==> src/rtl/plant2_pkg.sv <==
package plant2_pkg;
    // Default integer gains, implicit scale of 10000
    localparam int GAIN_X1 = 69;
    localparam int GAIN_X2 = 66;
    localparam int GAIN_Y1 = 18730;
    localparam int GAIN_Y2 = 8869;
    localparam int GAIN_SCALE = 10000;
endpackage

==> src/rtl/p2_taps.sv <==
module p2_taps #(
    parameter int W = 16
) (
    input  logic                clk,
    input  logic                rst,
    input  logic                adv,
    input  logic signed [W-1:0] din,
    output logic signed [W-1:0] tap1,
    output logic signed [W-1:0] tap2
);
    typedef struct packed {
        logic signed [W-1:0] t1;
        logic signed [W-1:0] t2;
    } taps_t;

    taps_t st_d, st_q;

    always_comb begin
        st_d = st_q;
        if (adv) begin
            st_d.t1 = din;
            st_d.t2 = st_q.t1;
        end
    end

    always_ff @(posedge clk) begin
        if (rst) st_q <= '0;
        else     st_q <= st_d;
    end

    assign tap1 = st_q.t1;
    assign tap2 = st_q.t2;

    // one-sample and two-sample delays shift together on a strobe
    a_r5_tap_shift: assert property (@(posedge clk) disable iff (rst)
        adv |=> (tap1 == $past(din)) && (tap2 == $past(tap1)));
    // taps hold without a strobe
    a_r2_tap_hold: assert property (@(posedge clk) disable iff (rst)
        !adv |=> $stable(tap1) && $stable(tap2));
endmodule

==> src/rtl/p2_mac.sv <==
module p2_mac #(
    parameter int DW   = 16,
    parameter int ACCW = 48,
    parameter int KX1  = 69,
    parameter int KX2  = 66,
    parameter int KY1  = 18730,
    parameter int KY2  = 8869
) (
    input  logic signed [DW-1:0]   x1,
    input  logic signed [DW-1:0]   x2,
    input  logic signed [DW-1:0]   y1,
    input  logic signed [DW-1:0]   y2,
    output logic signed [ACCW-1:0] acc
);
    localparam int EXT = ACCW - DW;
    localparam logic signed [ACCW-1:0] CX1 = ACCW'(KX1);
    localparam logic signed [ACCW-1:0] CX2 = ACCW'(KX2);
    localparam logic signed [ACCW-1:0] CY1 = ACCW'(KY1);
    localparam logic signed [ACCW-1:0] CY2 = ACCW'(KY2);

    logic signed [ACCW-1:0] ex1, ex2, ey1, ey2;

    always_comb begin
        ex1 = {{EXT{x1[DW-1]}}, x1};
        ex2 = {{EXT{x2[DW-1]}}, x2};
        ey1 = {{EXT{y1[DW-1]}}, y1};
        ey2 = {{EXT{y2[DW-1]}}, y2};
        acc = CX1 * ex1 + CX2 * ex2 + CY1 * ey1 - CY2 * ey2;
    end
endmodule

==> src/rtl/p2_rescale.sv <==
module p2_rescale #(
    parameter int ACCW  = 48,
    parameter int DW    = 16,
    parameter int SCALE = 10000
) (
    input  logic signed [ACCW-1:0] acc,
    output logic signed [DW-1:0]   y_sat,
    output logic                   clip_hi,
    output logic                   clip_lo
);
    localparam logic signed [ACCW-1:0] DIV  = ACCW'(SCALE);
    localparam logic signed [ACCW-1:0] MAXV = ACCW'((64'sd1 <<< (DW-1)) - 1);
    localparam logic signed [ACCW-1:0] MINV = -(ACCW'(64'sd1 <<< (DW-1)));

    logic signed [ACCW-1:0] quo;

    always_comb begin
        quo     = acc / DIV;  // signed division truncates toward zero
        clip_hi = (quo > MAXV);
        clip_lo = (quo < MINV);
        if (clip_hi)      y_sat = MAXV[DW-1:0];
        else if (clip_lo) y_sat = MINV[DW-1:0];
        else              y_sat = quo[DW-1:0];
    end
endmodule

==> src/rtl/plant2_emulator.sv <==
module plant2_emulator
    import plant2_pkg::*;
#(
    parameter int DW    = 16,
    parameter int ACCW  = 48,
    parameter int KX1   = GAIN_X1,
    parameter int KX2   = GAIN_X2,
    parameter int KY1   = GAIN_Y1,
    parameter int KY2   = GAIN_Y2,
    parameter int SCALE = GAIN_SCALE
) (
    input  logic                 clk,
    input  logic                 rst,
    input  logic                 smp_stb,
    input  logic signed [DW-1:0] x_in,
    output logic signed [DW-1:0] y_out,
    output logic                 y_vld
);
    localparam logic signed [DW-1:0] Y_MAX = {1'b0, {(DW-1){1'b1}}};
    localparam logic signed [DW-1:0] Y_MIN = {1'b1, {(DW-1){1'b0}}};

    typedef struct packed {
        logic vld;
    } ctl_t;

    ctl_t ctl_d, ctl_q;

    logic signed [DW-1:0]   x1, x2, y1, y2, y_new;
    logic signed [ACCW-1:0] acc;
    logic                   clip_hi, clip_lo;

    p2_taps #(.W(DW)) u_xtaps (
        .clk(clk), .rst(rst), .adv(smp_stb), .din(x_in), .tap1(x1), .tap2(x2)
    );

    p2_taps #(.W(DW)) u_ytaps (
        .clk(clk), .rst(rst), .adv(smp_stb), .din(y_new), .tap1(y1), .tap2(y2)
    );

    p2_mac #(.DW(DW), .ACCW(ACCW), .KX1(KX1), .KX2(KX2), .KY1(KY1), .KY2(KY2)) u_mac (
        .x1(x1), .x2(x2), .y1(y1), .y2(y2), .acc(acc)
    );

    p2_rescale #(.ACCW(ACCW), .DW(DW), .SCALE(SCALE)) u_rescale (
        .acc(acc), .y_sat(y_new), .clip_hi(clip_hi), .clip_lo(clip_lo)
    );

    always_comb begin
        ctl_d     = ctl_q;
        ctl_d.vld = smp_stb;
    end

    always_ff @(posedge clk) begin
        if (rst) ctl_q <= '0;
        else     ctl_q <= ctl_d;
    end

    assign y_out = y1;
    assign y_vld = ctl_q.vld;

    // reset clears output and valid
    a_r1_reset_clears: assert property (@(posedge clk)
        rst |=> (y_out == '0) && !y_vld);
    // output stable between strobes
    a_r2_hold_idle: assert property (@(posedge clk) disable iff (rst)
        !smp_stb |=> $stable(y_out));
    // valid pulse follows each strobe
    a_r3_vld_pulse: assert property (@(posedge clk) disable iff (rst)
        smp_stb |=> y_vld);
    a_r3_vld_only: assert property (@(posedge clk) disable iff (rst)
        !smp_stb |=> !y_vld);
    // clamping to the extremes of the sample range
    a_r6_clip_high: assert property (@(posedge clk) disable iff (rst)
        (smp_stb && clip_hi) |=> (y_out == Y_MAX));
    a_r6_clip_low: assert property (@(posedge clk) disable iff (rst)
        (smp_stb && clip_lo) |=> (y_out == Y_MIN));
endmodule

==> config.mk <==
export PLATFORM = sky130hd
export DESIGN_NAME = plant2_emulator
export DESIGN_NICKNAME = d
export VERILOG_FILES = /design/src/rtl/plant2_pkg.sv /design/src/rtl/p2_taps.sv /design/src/rtl/p2_mac.sv /design/src/rtl/p2_rescale.sv /design/src/rtl/plant2_emulator.sv
export SDC_FILE = /design/constraint.sdc
export NUM_CORES = 1
export LEC_CHECK = 0
export ABC_AREA = 1
export BUFFER_PORTS_ARGS = -buffer_cell sky130_fd_sc_hd__buf_2
export CORE_MARGIN = 10
export CORE_UTILIZATION = 55
export CTS_CLUSTER_DIAMETER = 40
export CTS_CLUSTER_SIZE = 8
export DETAILED_ROUTE_END_ITERATION = 10
export PLACE_DENSITY = 0.8
export SYNTH_ARGS = -nofsm -noshare
export SYNTH_HDL_FRONTEND = slang
export SYNTH_HIERARCHICAL = 1
export SYNTH_SLANG_ARGS = --single-unit
==> constraint.sdc <==
create_clock -name clk -period 43.3 [get_ports clk]
set_clock_uncertainty 0.05 [all_clocks]
set_input_delay 6.495 -clock clk [delete_from_list [all_inputs] [get_ports clk]]
set_output_delay 6.495 -clock clk [all_outputs]
set_load 0.02 [all_outputs]
==> run_results.csv <==
group,metric,value,unit
worst_setup_path,critical_path_required,43.55,ns
clock_tree,cts-root-buf,"clkbuf_16",
clock_tree,cts_sinks,65,
final_layout,antenna_cells,0,
grt,grt_pass1_wl,151000,um
worst_hold_path,hp-start,"u_xtaps/tap2[13]",
worst_setup_path,regToRegSetupSlack,3.62,ns
worst_hold_path,min_path_cells,2,
worst_setup_path,r2r-end,"u_ytaps/tap1[9]",
final_layout,syn_to_final_growth,2.16,%
clock_tree,cts_resized,0,
floorplanning,io_pins,36,
sta,hold_viol_final,0,
synthesis,syn_area_per_cell,6.58,um^2
floorplanning,dieHeight,275,um
clock_tree,cts_buffer_depth,2,
worst_setup_path,end_kind,"flip-flop",
clock_tree,cts_tree,"built",
grt,grt_overflow,0,
route,routedWlPerCell,14.5,um
route,ant_nets,0,
place,finalWeightedCongestion,0.997,
route,viasPerCell,5.15,
floorplanning,die_area,75800,um^2
grt,grt_usage,0.242,
floorplanning,fp.coreArea,64500,um^2
sta,min_period,39.68,ns
worst_hold_path,min_path_type,"reg2reg",
route,detail_route.iter0.violations,2407,
final_layout,utilization,0.569,
final_layout,stdcell_area,36600,um^2
grt,grt_max_degree,99,
run,maxCapViolations,0,
place,placed_area,36300,um^2
clock_tree,clk_latency,0.36,ns
place,dpl.hpwl,78600,um
worst_setup_path,r2r-start,"u_ytaps/tap1[11]",
worst_setup_path,crit_top_cell,"nand2_2",
sta,worstMarginPinSlew,1.01,ns
route,drc,0,
worst_setup_path,slowest_delay,0.66,ns
place,numPortBuffers,35,
final_layout,layout-drive-gt1-share,0.198,
sta,worst_slack,3.62,ns
floorplanning,rows,93,
worst_setup_path,slowest_stage,"dfxtp_1",
clock_tree,ctsHoldBuffers,0,
sta,setup_viol,0,
sta,slew_headroom,0.326,
synthesis,yosysWarnings,6,
clock_tree,post_cts_buffers,0,
route,vias,32500,
sta,period_share,0.916,
sta,drv_slew,0,
worst_setup_path,critical_path.max_fanout,98,
floorplanning,die_x,275,um
clock_tree,numCtsBuffers,9,
clock_tree,htree_levels,3,
final_layout,finalNetCount,6060,
sta,rsz0062_at_grt,"no",
route,drtPass1Iterations,6,
synthesis,syn-cell-area,35900,um^2
sta,setup_tns,0,ns
synthesis,netlist_instances,5453,
worst_hold_path,min_to,"u_xtaps/tap2[13]",
route,wl,91700,um
worst_setup_path,rr_worst_depth,267,
outcome,status,"finished clean",
place,post-place-ws,3.49,ns
clock_tree,clkTransAtPathRegs,0.06,ns
worst_setup_path,startpoint_type,"flip-flop",
grt,antenna_found_initial,0,
worst_setup_path,cp.arrival,39.93,ns
worst_setup_path,crit_type,"reg2reg",
sta,fmax,0.0252,GHz
floorplanning,start_util,0.557,
grt,first_global_vias,30800,
[routing by layer]
layer	vias up	GRT usage	wire [um]
li1	16600	-	-
met1	14900	0.324	41700
met2	817	0.394	40900
met3	119	0.0438	6710
met4	0	0.0634	2360
met5	-	0	0
[cell type report]
cell class              instances  area, um^2
multi-input cells            4161       29300
clock inverters                 5        56.3
clock buffers                  11         233
well taps                     855        1070
repair buffers                 47         274
fillers                      6097       27800
flip-flops and latches         65        1300
inverters                    1162        4460
[per-stage QoR]
step | instances | hold WS, ns
2_1_floorplan | 5462 | 0.421
3_5_place_dp | 6290 | 0.501
4_1_cts | 6306 | 0.511
5_1_grt | 6306 | 0.519
6_report | 6306 | 0.508
3_3_place_gp | 6290 | 0.483
[how the worst max path moves through the flow]
stage               slack (ns)             start          endpoint  cells after the start
global placement          4.72  u_ytaps/tap1[14]   u_ytaps/tap1[9]                    264
global route             0.002  u_ytaps/tap1[14]   u_ytaps/tap1[9]                    271
CTS                       3.36  u_ytaps/tap1[14]   u_ytaps/tap1[9]                    269
finish                    3.62  u_ytaps/tap1[11]   u_ytaps/tap1[9]                    267
floorplan                10.10  u_ytaps/tap1[15]  u_ytaps/tap1[13]                    288
detailed placement        3.49  u_ytaps/tap1[14]   u_ytaps/tap1[9]                    271
[flip-flops by register name (all words and copies together) (netlist names)]
signal and flops:
u_xtaps/tap1 16, u_xtaps/tap2 16, u_ytaps/tap1 16, u_ytaps/tap2 16, y_vld 1
[critical path: cells and delay by family (launching register included)]
kind / cells / cell delay (ns)
compound gates: 11 / 2.25
xor+xnor: 3 / 0.87
fa+ha+maj: 14 / 5.73
buf+inv: 28 / 2.82
flops: 1 / 0.66
simple gates: 211 / 27.05
[placed cells by master (no fill, tap or decap), drive strengths merged]
cell and n:
nor2 590, a31oi 5, a211oi 1, dfxtp 65, nand4 73, xor2 143
mux2i 2, clkinv 26, o21bai 23, inv 1135, clkinvlp 1, o211ai 4
buf 46, a21o 4, o21a 1, nor3b 1, o22ai 1, bufinv 5
nor3 31, ha 346, o31ai 1, fa 249, clkbuf 12, nand3b 26
nand3 527, conb 11, nor4 5, o21ai 142, and2 8, nand2 1822
xnor2 44, a21oi 91, a41oi 1, a21boi 4, or2 5
Power is not shown: default switching activity piles up to over one toggle a cycle in this logic, so the estimate is an artifact.
